==> config.mk <==
export PLATFORM = sky130hd
export DESIGN_NAME = prio_irq_ctrl
export DESIGN_NICKNAME = d
export VERILOG_FILES = /design/src/rtl/prio_irq_pkg.sv /design/src/rtl/prio_pick.sv /design/src/rtl/irq_cfg_regs.sv /design/src/rtl/prio_irq_ctrl.sv
export SDC_FILE = /design/constraint.sdc
export NUM_CORES = 1
export LEC_CHECK = 0
export ABC_CLOCK_PERIOD_IN_PS = 7000
export BUFFER_PORTS_ARGS = -buffer_cell sky130_fd_sc_hd__buf_4
export CAP_MARGIN = 30
export CORE_MARGIN = 8
export CORE_UTILIZATION = 45
export DETAILED_ROUTE_END_ITERATION = 10
export GPL_ROUTABILITY_DRIVEN = 1
export RECOVER_POWER = 25
export SYNTH_ARGS = -nofsm -noshare
export SYNTH_HDL_FRONTEND = slang
export SYNTH_SLANG_ARGS = --single-unit
==> constraint.sdc <==
create_clock -name clk -period 7 [get_ports clk]
set_input_delay 0.35 -clock clk [delete_from_list [all_inputs] [get_ports clk]]
set_output_delay 0.35 -clock clk [all_outputs]
set_load 0.01 [all_outputs]
==> src/rtl/prio_irq_pkg.sv <==
package prio_irq_pkg;
  typedef enum logic {
    SCHEME_NESTED = 1'b0,
    SCHEME_ROTATE = 1'b1
  } scheme_e;
endpackage

==> src/rtl/prio_pick.sv <==
// Circular first-one finder: rank 0 is the source at position base.
module prio_pick #(
  parameter int N = 8,
  parameter int W = $clog2(N)
) (
  input  logic [N-1:0] vec,
  input  logic [W-1:0] base,
  output logic         any,
  output logic [W-1:0] idx,
  output logic [W-1:0] rank
);
  always_comb begin
    any  = 1'b0;
    rank = '0;
    for (int i = N - 1; i >= 0; i--) begin
      if (vec[(int'(base) + i) % N]) begin
        any  = 1'b1;
        rank = W'(i);
      end
    end
    idx = W'((int'(base) + int'(rank)) % N);
  end
endmodule

==> src/rtl/irq_cfg_regs.sv <==
module irq_cfg_regs
  import prio_irq_pkg::*;
#(
  parameter int N = 8
) (
  input  logic         clk,
  input  logic         rst_n,
  input  logic         we,
  input  logic         sel,
  input  logic [N-1:0] wdata,
  output logic [N-1:0] mask_q,
  output scheme_e      scheme_q
);
  logic [N-1:0] mask_n;
  scheme_e      scheme_n;

  always_comb begin
    mask_n   = mask_q;
    scheme_n = scheme_q;
    if (we) begin
      if (sel) mask_n   = wdata;
      else     scheme_n = wdata[0] ? SCHEME_ROTATE : SCHEME_NESTED;
    end
  end

  always_ff @(posedge clk or negedge rst_n) begin
    if (!rst_n) begin
      mask_q   <= '0;
      scheme_q <= SCHEME_NESTED;
    end else if (we) begin
      mask_q   <= mask_n;
      scheme_q <= scheme_n;
    end
  end
endmodule

==> src/rtl/prio_irq_ctrl.sv <==
module prio_irq_ctrl
  import prio_irq_pkg::*;
#(
  parameter int NSRC = 8,
  localparam int IDW = $clog2(NSRC)
) (
  input  logic            clk,
  input  logic            rst_n,
  input  logic [NSRC-1:0] irq_lines,
  input  logic            cfg_we,
  input  logic            cfg_sel,
  input  logic [NSRC-1:0] cfg_wdata,
  input  logic            ack,
  input  logic            eos,
  output logic            irq_out,
  output logic [IDW-1:0]  vec_out
);
  logic [NSRC-1:0] req_q, req_n, isr_q, isr_n, mask_q, cand;
  logic [IDW-1:0]  lp_q, lp_n, vec_q, vec_n, base;
  scheme_e         scheme_q;
  logic            win_any, isr_any, do_ack, do_eos;
  logic [IDW-1:0]  win_idx, win_rank, top_idx, top_rank;
  logic [NSRC-1:0] win_hot, top_hot;

  irq_cfg_regs #(.N(NSRC)) u_cfg (
    .clk(clk), .rst_n(rst_n), .we(cfg_we), .sel(cfg_sel),
    .wdata(cfg_wdata), .mask_q(mask_q), .scheme_q(scheme_q)
  );

  // highest rank sits one above the lowest-priority pointer when rotating
  assign base = (scheme_q == SCHEME_ROTATE) ?
                IDW'((int'(lp_q) + 1) % NSRC) : '0;
  assign cand = req_q & ~mask_q;

  prio_pick #(.N(NSRC), .W(IDW)) u_pick_req (
    .vec(cand), .base(base), .any(win_any), .idx(win_idx), .rank(win_rank)
  );
  prio_pick #(.N(NSRC), .W(IDW)) u_pick_isr (
    .vec(isr_q), .base(base), .any(isr_any), .idx(top_idx), .rank(top_rank)
  );

  assign irq_out = win_any && (!isr_any || (win_rank < top_rank));
  assign do_ack  = ack && irq_out;
  assign do_eos  = eos && isr_any;
  assign win_hot = NSRC'(1) << win_idx;
  assign top_hot = NSRC'(1) << top_idx;

  always_comb begin
    req_n = req_q | irq_lines;
    isr_n = isr_q;
    lp_n  = lp_q;
    vec_n = vec_q;
    if (do_eos) begin
      isr_n = isr_n & ~top_hot;
      if (scheme_q == SCHEME_ROTATE) lp_n = top_idx;
    end
    if (do_ack) begin
      req_n = (req_q & ~win_hot) | irq_lines;
      isr_n = isr_n | win_hot;
      vec_n = win_idx;
    end
  end

  always_ff @(posedge clk or negedge rst_n) begin
    if (!rst_n) begin
      req_q <= '0;
      isr_q <= '0;
      lp_q  <= IDW'(NSRC - 1);
      vec_q <= '0;
    end else begin
      req_q <= req_n;
      if (do_ack || do_eos) isr_q <= isr_n;
      if (do_eos) lp_q <= lp_n;
      if (do_ack) vec_q <= vec_n;
    end
  end

  assign vec_out = vec_q;
endmodule

==> run summary, run 1 <==
The share of layout cells above drive strength 1 is 24.8%. For the worst-skew pair, the clock arrives at the later sink with an insertion delay of 0.28 ns. The global-route usage over all layers came out at 17.2%. The number of CTS-inserted buffers is 5. The net count after synthesis came out at 307. The final worst-path cycle share came out at 73.2%. The final hold violation count came out at 0. The post-CTS clock slew at the launch and capture registers of the worst setup and hold paths is 0.06 ns. STA classifies the critical path startpoint as a flop. The root buffer cell chosen for the clock tree is sky130_fd_sc_hd__clkbuf_8. The tree built by TritonCTS fans out to 31 sinks.

The share of the synthesized area in the top cell type came out at 25.1%. The count of pins on the block boundary is 26. The average detailed-routed wire length per instance came out at 19.2 µm. The path class of the tightest hold or removal check is in -> reg.

The highest clock rate is 195 MHz. The endpoint identified for the worst register-to-register timing path is vec_out[0]. Across all register-to-register paths, the minimum setup slack is 1.88 ns. The library cell occupying the most area in the post-synthesis netlist is sky130_fd_sc_hd__dfrtp_1.

The mean number of vias per cell is 6.45. The required time at the worst-slack endpoint came out at 7.17 ns. The category of the critical setup timing path is reg -> reg.

The beginning of the critical path is lp_q[0]. The area taken by multi-input logic gates is 1890 µm². The area inside the core boundary is 5960 µm².

The die height is 94.7 µm. The worst register-to-register path begins at lp_q[0]. Entering global routing, the biggest net connects 32 pins. For this run, the detailed router's first-pass iteration total came to 5.

The number of storage elements in the synthesis netlist is 31. After synthesis, the netlist uses 75 different library cells. The routed design has 7.25 mm of wire. The number of synthesized flops with an enable pin came out at 0. Across the run, the number of max-cap violations was 1. The remaining number of nets flagged by the antenna check after routing is 0.

The starting density of the core came out at 46.8%. The async set-reset flop share out of synthesis is 100%. Summed over all nets, the half-perimeter wirelength after detailed placement is 5.76 mm. The number of synthesis warnings came out at 0.

The count of routing violations after the opening detailed-route iteration came out at 142. Setup repair after global routing left no endpoint under its margin. The number of remaining DRC errors is 0. The overall die area is 8970 µm². Summed over all layers, the global routing overflow is 0. The data arrival time at the worst-slack endpoint came out at 5.29 ns. In the final layout, flip-flops and latches occupy 779 µm². The clock tree from TritonCTS is yes.

The deepest level of the CTS H-tree is 2. The worst setup path is captured at a flop. The number of nets in the layout is 330. After synthesis, the cell types taking the most area are sky130_fd_sc_hd__dfrtp_1 25%, sky130_fd_sc_hd__mux4_2 6.5%, sky130_fd_sc_hd__mux2i_1 5.0%, sky130_fd_sc_hd__mux2_2 3.6%, sky130_fd_sc_hd__a21oi_1 3.6%. The die is 94.7 µm wide. The mapped netlist covers 2790 µm².

The depth of the worst register-to-register path came out at 17. The slew at the pin with the worst max-slew slack came out at 1.62 ns. The placer's final routability congestion estimate is 0.857. The max-slew violation total from the final report came to 32. The final number of setup-violating endpoints is 0. The flow ran to the end, but the final reports show violations. In this run the core area contains 28 standard-cell rows. The wire length of the first global-routing pass is 12.1 mm.

The layout overhead on the synthesized area came out at 12.5%. Buffers placed on the I/O ports in this run total 25. The number of global-route vias before repair is 2357. The remaining max-slew budget at the tightest pin came out at -7.85%.

The overall via count from detail_route came out at 2439. The final total negative setup slack came out at 0 ns. The worst clock skew is 0.00393 ns. The final critical delay including setup and external delays came out at 5.12 ns.

The sequential area share after synthesis came out at 27.9%. The number of antenna cells inserted is 0. The most used flip-flop cell after synthesis is sky130_fd_sc_hd__dfrtp_1. The filler cells instantiated in the layout total 557. The post-synthesis average cell area is 10.0 µm². The clock tree buffer depth is 2.

The endpoint of the worst setup timing path is vec_out[0]. The checks that failed: capacitance limit, slew limit. The number of antenna violations at the first check in global routing came out at 0. Synthesis produced 279 cells. The maximum net fanout on the critical path is 26.
## logic make-up after synthesis
family	after synthesis	synth area share, %
fa+ha+maj	6	3.23
flops	31	27.9
xor+xnor	14	5.70
simple gates	96	21.5
buf+inv	23	4.26
compound gates	75	21.0
mux	34	16.3
## sequential cells by signal, summed over array words and instances, names as in the netlist
name and count:
isr_q 8, req_q 8, lp_q 3, vec_out 3
u_cfg.scheme_q 1, u_cfg.mask_q 8
## through the flow
stage	instance area (µm²)	setup WS (ns)	hold slack (ns)	instances	utilization [%]
after floorplan	2790	2.62	0.0544	279	-
after global placement	3010	1.91	0.306	369	50.6
after detailed placement	3010	1.90	0.301	369	50.6
after CTS	3140	1.88	0.289	378	52.8
after global routing	3140	1.50	0.288	378	52.7
final	3140	1.88	0.298	378	52.7
## cell type report
type,count,area share [%]
Inverter,10,1.28
Sequential cell,31,24.8
Tap cell,75,2.99
Clock buffer,6,2.63
Timing Repair Buffer,29,6.90
Clock inverter,2,1.12
Multi-Input combinational cell,225,60.2
## placed cells by master, fill, tap and decap left out, drive strengths merged, types with 3 or more instances in the layout
cell / n
dfrtp: 28
buf: 27
a21oi: 20
nor2: 17
mux2i: 14
mux2: 12
nand2: 11
nand3: 11
nor2b: 11
inv: 10
mux4: 8
nor4: 7
clkbuf: 7
o21ai: 7
xor2: 6
nor4bb: 6
nand3b: 6
xnor2: 6
a31oi: 6
a2111oi: 6
a32o: 5
nor3: 4
and3: 4
ha: 4
o211ai: 3
or3: 3
and2: 3
a211o: 3
a211oi: 3
nand4: 3
dfstp: 3
o221ai: 3
## per-layer routing
| layer | vias up | global-route usage (%) | wire length, µm |
|---|---|---|---|
| met3 | 17 | 3.89 | 419 |
| li1 | 1147 | - | - |
| met1 | 1176 | 23.9 | 3480 |
| met2 | 99 | 25.1 | 3200 |
| met4 | 0 | 6.63 | 148 |
| met5 | - | 0 | 0 |
## how the worst min path moves through the flow
stage | start | end | slack, ns | depth (start not counted)
after floorplan | rst_n | isr_q[0] | 0.05 | 0
after global placement | rst_n | req_q[1] | 0.31 | 1
after CTS | cfg_wdata[3] | u_cfg.mask_q[3] | 0.29 | 2
final | cfg_wdata[6] | u_cfg.mask_q[6] | 0.30 | 2
after global routing | cfg_wdata[3] | u_cfg.mask_q[3] | 0.29 | 2
after detailed placement | rst_n | req_q[1] | 0.30 | 1
## critical path, stage by stage (launching register included)
cell and delay [ns]:
sky130_fd_sc_hd__dfstp_2 0.82, sky130_fd_sc_hd__ha_1 0.43, sky130_fd_sc_hd__inv_2 0.09, sky130_fd_sc_hd__nor2_1 0.10, sky130_fd_sc_hd__buf_4 0.21, sky130_fd_sc_hd__inv_1 0.06, sky130_fd_sc_hd__ha_1 0.25, sky130_fd_sc_hd__nor3_1 0.38
sky130_fd_sc_hd__nor2_1 0.11, sky130_fd_sc_hd__o221ai_1 0.34, sky130_fd_sc_hd__nand4_1 0.25, sky130_fd_sc_hd__nand2b_1 0.28, sky130_fd_sc_hd__ha_1 0.32, sky130_fd_sc_hd__a21oi_1 0.22, sky130_fd_sc_hd__nand2_1 0.08, sky130_fd_sc_hd__or4b_4 0.50
sky130_fd_sc_hd__nand3_4 0.20, sky130_fd_sc_hd__mux2_1 0.35
## synthesized netlist by cell type, drive strengths merged (7+ instances only)
master / number
dfrtp: 28
a21oi: 20
nor2: 17
mux2i: 14
mux2: 12
buf: 11
nand2: 11
nand3: 11
nor2b: 11
inv: 10
mux4: 8
nor4: 7
o21ai: 7
## repair_timing
item,CTS,global route
hold endpoints to repair,28,0
buffers inserted,0,0
gates resized for setup,0,0
hold buffers,1,0
Power of run 1 is not shown: default switching activity piles up to over one toggle a cycle in this logic, so the estimate is an artifact.
==> inputs of run 2 (changes only) <==
ABC_AREA = 1   (was unset)
ABC_CLOCK_PERIOD_IN_PS = 4100   (was 7000)
PLACE_DENSITY = 0.66   (was unset)
clock period = 4.1 ns   (was 7 ns; I/O delays follow)
==> run 2 against run 1 <==
- non-clock buffer count up 2
- the flow still finishes with violations (capacitance limit, slew limit)
- design area down 4.4%
- die area fell by 4.1%
- register-to-register slack worse by 1.4 ns
- final cell count increased by 39%
- clock skew up 0.0037 ns
- first-iteration DRC count is 17% higher
- utilization is 1.1 points lower
==> run summary, run 2 <==
In the synthesized netlist the async set-or-reset flop fraction comes to 100%. The first global-routing pass estimated 11.9 mm of wire. The final hold violation count is 0.

The kind of start point of the critical path is a flop. The area inside the core boundary came out at 5820 µm². The detailed-router iteration count before antenna repair is 5. The layout overhead on the synthesized area is 13.1%. The top cell types in the final layout, fill and taps aside, are 170 x sky130_fd_sc_hd__nand2_1, 47 x sky130_fd_sc_hd__nand3_1, 46 x sky130_fd_sc_hd__inv_1. Of all nets on the critical path, the largest fanout is 6. Synthesis produced a netlist with a net count of 449. Of the post-synthesis cell area, the dominant cell type holds 26.4%. The dominant register cell in the synthesized netlist is sky130_fd_sc_hd__dfrtp_1. The clock tree from TritonCTS is yes. Across the routed clock network, the largest skew measured is 0.00767 ns.

After the flow finishes, the layout carries non-filler instances totaling 525. Derived from the worst setup path, the maximum achievable clock frequency is 262 MHz. The max-capacitance violation count is 1. The HPWL after detailed placement came out at 5.61 mm.

The die width is 92.8 µm. The row count came out at 28. For this run the aggregate overflow at the end of global routing stands at 0.

The largest individual stage delay along the critical path comes from the cell sky130_fd_sc_hd__dfstp_2. Counting the fill cells in the layout gives 612. The final reports fail on capacitance limit, slew limit. The starting density of the core is 45.6%. The cell count after placement is 516. The dominant cell type by count on the critical path is sky130_fd_sc_hd__nand2_1. The slew at the pin with the worst max-slew slack is 1.72 ns. The post-synthesis instance area came out at 2650 µm². Ranked by instance count, the synthesized netlist is headed by 171 x sky130_fd_sc_hd__nand2_1, 48 x sky130_fd_sc_hd__nand3_1, 46 x sky130_fd_sc_hd__inv_1.

The data arrival time at the worst-slack endpoint came out at 3.61 ns. By area the synthesized netlist is led by sky130_fd_sc_hd__dfrtp_1 26%, sky130_fd_sc_hd__nand2_1 24%, sky130_fd_sc_hd__nand3_1 9.1%, sky130_fd_sc_hd__inv_1 6.5%, sky130_fd_sc_hd__nor2_1 3.4%. The number of antenna violations at the first check in global routing came out at 0.

The die covers 8600 µm². The remaining number of nets flagged by the antenna check after routing is 0. The number of CTS-inserted buffers is 5.

The detailed router finished its first iteration with 166 violations. The critical path goes through ha_2 -> nand2_1 -> ha_2 -> inv_1 -> nand2_1 -> nand2_1 -> nand2_1 -> nand2_1 -> a21oi_1 -> nor2_1 -> o21bai_1 -> ha_1 -> nand2_1 -> inv_1 -> nand2_1 -> nand2_2 -> a21oi_2 -> buf_4. The worst setup path is captured at an output pin. Headroom to the max-slew limit came out at -14.4%. The total number of clock tree sinks is 31. The root buffer cell chosen for the clock tree is sky130_fd_sc_hd__clkbuf_8. The flow ran to the end, but the final reports show violations.

Routed signal wires occupy layers up through met4. Once the clock tree was built, the setup fixing pass inserted 0 buffers. The area taken by multi-input logic gates is 1610 µm². The tightest min-delay check is of the in -> reg type. The share of layout cells above drive strength 1 is 16.4%. The clock tree buffer depth is 2. Entering global routing, the biggest net connects 32 pins. The number of global-route vias before repair came out at 2644.

The most frequent standard cell in the layout excluding fill and tap cells is sky130_fd_sc_hd__nand2_1. The average detailed-routed wire length per instance is 13.2 µm. The deepest level of the CTS H-tree came out at 2.

The global-route usage over all layers is 16.9%. The worst setup path is of the reg -> out kind. After synthesis the netlist holds a flip-flop and latch count of 31. Measured along the y axis, the die boundary spans 92.8 µm.

The count of pins on the block boundary is 26. The max-slew violation total from the final report came out at 32. The final critical delay including setup and external delays came out at 3.82 ns.

The final layout contains 477 nets. Yosys instantiated no cell more often than sky130_fd_sc_hd__nand2_1. The number of remaining DRC errors is 0. The detailed route wirelength on metal2 came out at 3.19 mm.

Dividing the detail-routed via count by the number of cells gives 5.14. The final worst-path cycle share came out at 93.1%. The number of antenna cells inserted is 0. The delay of the slowest critical-path stage is 0.57 ns. Yosys printed 0 warnings. The final number of setup-violating endpoints came out at 0. The largest registers in the layout are isr_q: 8 flops, req_q: 8 flops, u_cfg.mask_q: 8 flops. Of all cell types, the one taking the most synthesized area is sky130_fd_sc_hd__dfrtp_1. The routed layout has 2700 vias. The post-synthesis average cell area came out at 6.30 µm². The routed metal-1 wire length is 3.27 mm. The top cell family by delay on the critical path is compound AO/OA/AOI/OAI gates. The post-CTS clock slew at the launch and capture registers of the worst setup and hold paths came out at 0.08 ns. The sequential area share after synthesis came out at 29.4%. The number of synthesized flops with an enable pin came out at 0.

At the worst endpoint, the required time is 3.89 ns. The sequential standard cell area came out at 781 µm². The aggregate routed wire length is 6.92 mm.

The number of input and output port buffers inserted came out at 25. The distinct cell type count after synthesis is 36. The instance count of the mapped netlist came out at 421. The number of buffers and inverters on the critical path is 3.

The routed wire length on met3 is 302 µm. For the worst-skew pair, the clock arrives at the later sink with an insertion delay of 0.29 ns. The placer's final routability congestion estimate came out at 0.910.
[run 2: changes by cell type after synthesis, sizes merged, moves of 6 or more]
cell / before / now
a2111oi: 6 / 0
inv: 10 / 52
mux2: 12 / 0
mux2i: 14 / 0
mux4: 8 / 0
nand2: 11 / 175
nand3: 11 / 51
nand4: 3 / 9
nor2: 17 / 26
nor2b: 11 / 0
nor4: 7 / 0
nor4bb: 6 / 0
o21ai: 7 / 32
xor2: 6 / 0
[run 2: final timing paths]
kind | slack [ns] | depth (start not counted) | end | start
worst min-delay path | 0.09 | 3 | req_q[5] | irq_lines[5]
worst max register to register | 0.45 | 23 | req_q[2] | lp_q[0]
min in group asynchronous | 0.90 | 2 | req_q[5] | rst_n
worst max-delay path | 0.28 | 18 | irq_out | lp_q[0]
max in group asynchronous | 2.09 | 2 | u_cfg.scheme_q | rst_n
worst min register to register | 0.48 | 2 | req_q[3] | req_q[3]
[run 2: cell families after synthesis]
group / count (synthesis) / synth area share (%)
DFF: 31 / 29.4
and+or+nand+nor: 267 / 43.9
AOI/OAI and AO/OA: 52 / 11.9
buffers and inverters: 63 / 10.7
adders and majority gates: 6 / 3.40
xor gates and xnor gates: 2 / 0.661
[run 2: layout make-up]
cell class	count	share of cell area [%]
Clock inverter	3	0.668
Timing Repair Buffer	31	7.59
Sequential cell	31	26.0
Multi-Input combinational cell	327	53.7
Tap cell	75	3.13
Clock buffer	5	2.29
Inverter	53	6.63
[run 2: what timing repair did]
item,4_1_cts,5_1_grt
hold endpoints to repair,28,0
endpoints found under the setup margin,0,14
gates resized for setup,0,7
hold buffers,1,0
[run 2: worst min-delay path, stage by stage]
cell                      delay, ns
sky130_fd_sc_hd__buf_4         0.07
sky130_fd_sc_hd__inv_1         0.03
sky130_fd_sc_hd__nand2_1       0.05
[run 2: through the flow]
step	instance area [µm²]	worst slack (ns)	setup TNS, ns	hold WS [ns]	utilization [%]
after global routing	3000	-0.00370	-0.00370	0.0933	51.6
after floorplan	2650	0.742	0	-0.0906	-
after detailed placement	2890	0.340	0	0.163	49.6
final	3000	0.285	0	0.0888	51.6
after CTS	2980	0.241	0	0.0891	51.3
after global placement	2890	0.452	0	0.159	49.6
[run 2: layer usage]
metal | vias up | GRT usage, %
met5 | - | 0
met4 | 0 | 6.04
met3 | 12 | 2.67
met2 | 67 | 28.2
met1 | 1218 | 21.5
li1 | 1403 | -
Power of run 2 is left out for the same reason.
==> inputs of run 3 (changes only) <==
CORE_ASPECT_RATIO = 1.75   (was unset)
==> run 3 against run 2 <==
- worst hold slack better by 0.012 ns
- non-clock buffer count is 1 lower
- register-to-register slack worse by 0.02 ns
- worst setup slack better by 0.070 ns
- die area is 1.1% higher
- sequential share of layout area is 0.063 points lower
- largest cell class unchanged
- utilization is 0.30 points higher
- the run still ends with capacitance limit, slew limit left
- global-route usage is 1.8 points higher
- flip-flop and latch count stayed put
- design area hardly changed
- critical endpoint unchanged
- via count is 0.41% lower
==> run summary, run 3 (synthesis gave the netlist of run 2 again) <==
In this run the critical register-to-register path is launched from lp_q[0]. The number of nets in the layout is 476. The region available for standard cell placement spans 5790 µm². The data arrival time at the worst-slack endpoint came out at 3.54 ns. The die width is 74.0 µm. The path class of the lowest-slack min-delay path is in -> reg. The post-CTS setup buffer count is 0. Dividing the final minimum period by the clock period gives 91.3%. The global-route usage over all layers is 18.6%. The kind of cell with the highest combined delay along the critical path is adder cells. The number of antenna diodes in the final layout is 0.

The critical path buffer and inverter count is 2. Across the whole layout, storage elements account for 779 µm². Wires add up to 7.54 mm. The startpoint of the lowest-slack hold path is irq_lines[5]. The clock tree from TritonCTS is yes. The detailed route wirelength on metal2 came out at 4.16 mm. The dominant cell type by count on the critical path is sky130_fd_sc_hd__nand2_1.

The row count is 37. The worst setup slack after layout came out at 0.355 ns. The clock tree buffer depth is 2.

The area taken by multi-input logic gates came out at 1590 µm². The worst slack on hold paths is 0.101 ns. The number of input and output port buffers inserted came out at 25.

The average detailed-routed wire length per instance came out at 14.3 µm. Before antenna repair, the detailed router went through 4 iterations. Counting every sink on the clock net gives 31. The beginning of the critical path is lp_q[0]. For the worst-skew pair, the clock arrives at the later sink with an insertion delay of 0.29 ns. The share of the core filled with cells is 51.9%.

The routed metal-1 wire length is 2.77 mm. The number of global-route vias before repair is 2679. The final reports fail on capacitance limit, slew limit. The final total negative setup slack came out at 0 ns. The share of layout cells above drive strength 1 came out at 15.4%. The highest clock rate came out at 267 MHz.

The largest net degree at the start of global routing is 32. The uppermost signal routing layer after detailed routing is met4. The worst setup path is captured at an output pin. The required time at the worst-slack endpoint is 3.89 ns.

The remaining max-slew budget at the tightest pin came out at -10.7%. The HPWL after detailed placement is 6.30 mm. The count of pins on the block boundary came out at 26. The overall via count from detail_route is 2689. The minimum setup slack after placement came out at 0.338 ns. The wire length of the first global-routing pass came out at 12.6 mm. The starting density of the core came out at 45.8%. The setup path with the least slack is of type reg -> out. The delay of the slowest critical-path stage is 0.57 ns. The library cell contributing the largest single delay on the critical path is sky130_fd_sc_hd__dfstp_2. The slew at the pin with the worst max-slew slack came out at 1.66 ns. The count of filler cells inserted in the layout is 591. The mean number of vias per cell came out at 5.10. The max-slew violation total from the final report is 32.

Setup violations remaining at the end of the flow were counted as 0. The largest registers in the layout are isr_q: 8 flops, req_q: 8 flops, u_cfg.mask_q: 8 flops. From bottom edge to top edge, the die measures 118 µm. The most frequent standard cell in the layout excluding fill and tap cells is sky130_fd_sc_hd__nand2_1. The number of antenna violations at the first check in global routing is 0. At the end of routability-driven placement, the weighted congestion stood at 0.931.

The deepest level of the CTS H-tree came out at 2. The count of routing violations after the opening detailed-route iteration is 103. The routed design uses 151 µm of met3 wire. The buffer cell driving the clock tree root is sky130_fd_sc_hd__clkbuf_8. Walking the worst path, the cells encountered are ha_2 -> nand2_1 -> ha_1 -> nand3_1 -> o21ai_1 -> or2_1 -> o21ai_1 -> inv_1 -> nand2_1 -> nor2_2 -> nand2_1 -> ha_1 -> a21oi_1 -> nand2_2 -> a21oi_2 -> buf_4. The post-CTS clock slew at the launch and capture registers of the worst setup and hold paths came out at 0.07 ns.

The final critical delay including setup and external delays came out at 3.75 ns. STA classifies the critical path startpoint as a flop. In this run the remaining antenna-violating nets after routing total 0.

The number of remaining DRC errors came out at 0. The max-capacitance violation count is 1. Leaving out fill and tap cells, the most frequent cells in the layout are 170 x sky130_fd_sc_hd__nand2_1, 48 x sky130_fd_sc_hd__nand3_1, 46 x sky130_fd_sc_hd__inv_1.

The overall die area came out at 8700 µm². The final hold violation count came out at 0. The run finished, with violations left.

The worst clock skew is 0.00778 ns. Counting the buffers created by CTS gives 5. The layout overhead on the synthesized area is 13.2%. The total overflow reported by the global router is 0. The maximum net fanout on the critical path is 8.
## run 3: changes by cell type in the layout (fill, tap and decap cells not counted), sizes merged
cell,previous run,this run
clkinvlp,2,0
buf,28,27
bufinv,0,1
clkinv,2,3
## run 3: area by class of cell
cell class / instances / area share [%]
multi-input cells: 327 / 53.1
flip-flops and latches: 31 / 26.0
repair buffers: 30 / 7.34
inverters: 53 / 6.63
well taps: 78 / 3.25
clock buffers: 5 / 2.29
clock inverters: 3 / 1.46
## run 3: metrics by stage
stage,cells,cell area (µm²)
after floorplan,421,2650
after global placement,518,2880
after detailed placement,518,2880
after CTS,527,3000
after global routing,527,3000
final,527,3000
## run 3: worst register-to-register path: stages, from the launching register on
cell and delay, ns:
sky130_fd_sc_hd__dfstp_2 0.57, sky130_fd_sc_hd__ha_2 0.32, sky130_fd_sc_hd__nand2_1 0.08, sky130_fd_sc_hd__ha_1 0.30
sky130_fd_sc_hd__nand3_1 0.12, sky130_fd_sc_hd__o21ai_1 0.09, sky130_fd_sc_hd__o21ai_1 0.19, sky130_fd_sc_hd__nand2_1 0.07
sky130_fd_sc_hd__nand2_1 0.06, sky130_fd_sc_hd__nand2_1 0.04, sky130_fd_sc_hd__nand2_1 0.05, sky130_fd_sc_hd__nand2_1 0.06
sky130_fd_sc_hd__nand3_1 0.15, sky130_fd_sc_hd__inv_1 0.08, sky130_fd_sc_hd__fa_1 0.40, sky130_fd_sc_hd__xnor2_1 0.19
sky130_fd_sc_hd__nand3b_1 0.13, sky130_fd_sc_hd__nand2_1 0.11, sky130_fd_sc_hd__inv_2 0.13, sky130_fd_sc_hd__nand4_1 0.16
sky130_fd_sc_hd__nand2_1 0.09, sky130_fd_sc_hd__inv_1 0.04, sky130_fd_sc_hd__nand3_1 0.07, sky130_fd_sc_hd__nand3_1 0.06
## run 3: worst paths after layout
check	to	slack (ns)	depth (start not counted)
worst max-delay path	irq_out	0.35	16
worst min-delay path	req_q[5]	0.10	3
worst max register to register	req_q[1]	0.43	23
worst min register to register	req_q[3]	0.48	2
max in group asynchronous	isr_q[3]	2.25	2
min in group asynchronous	u_cfg.mask_q[5]	0.88	2
## run 3: metal layers
metal,GRT usage (%),vias to the layer above
met5,0,-
met4,13.5,0
met3,1.96,27
met2,33.8,60
met1,18.2,1197
li1,-,1405
## run 3: what timing repair did
action / 4_1_cts / 5_1_grt
setup endpoints to repair: 0 / 6
gates resized for setup: 0 / 3
hold buffers: 1 / 0
endpoints found under the hold margin: 28 / 0
Power of run 3 is left out for the same reason.
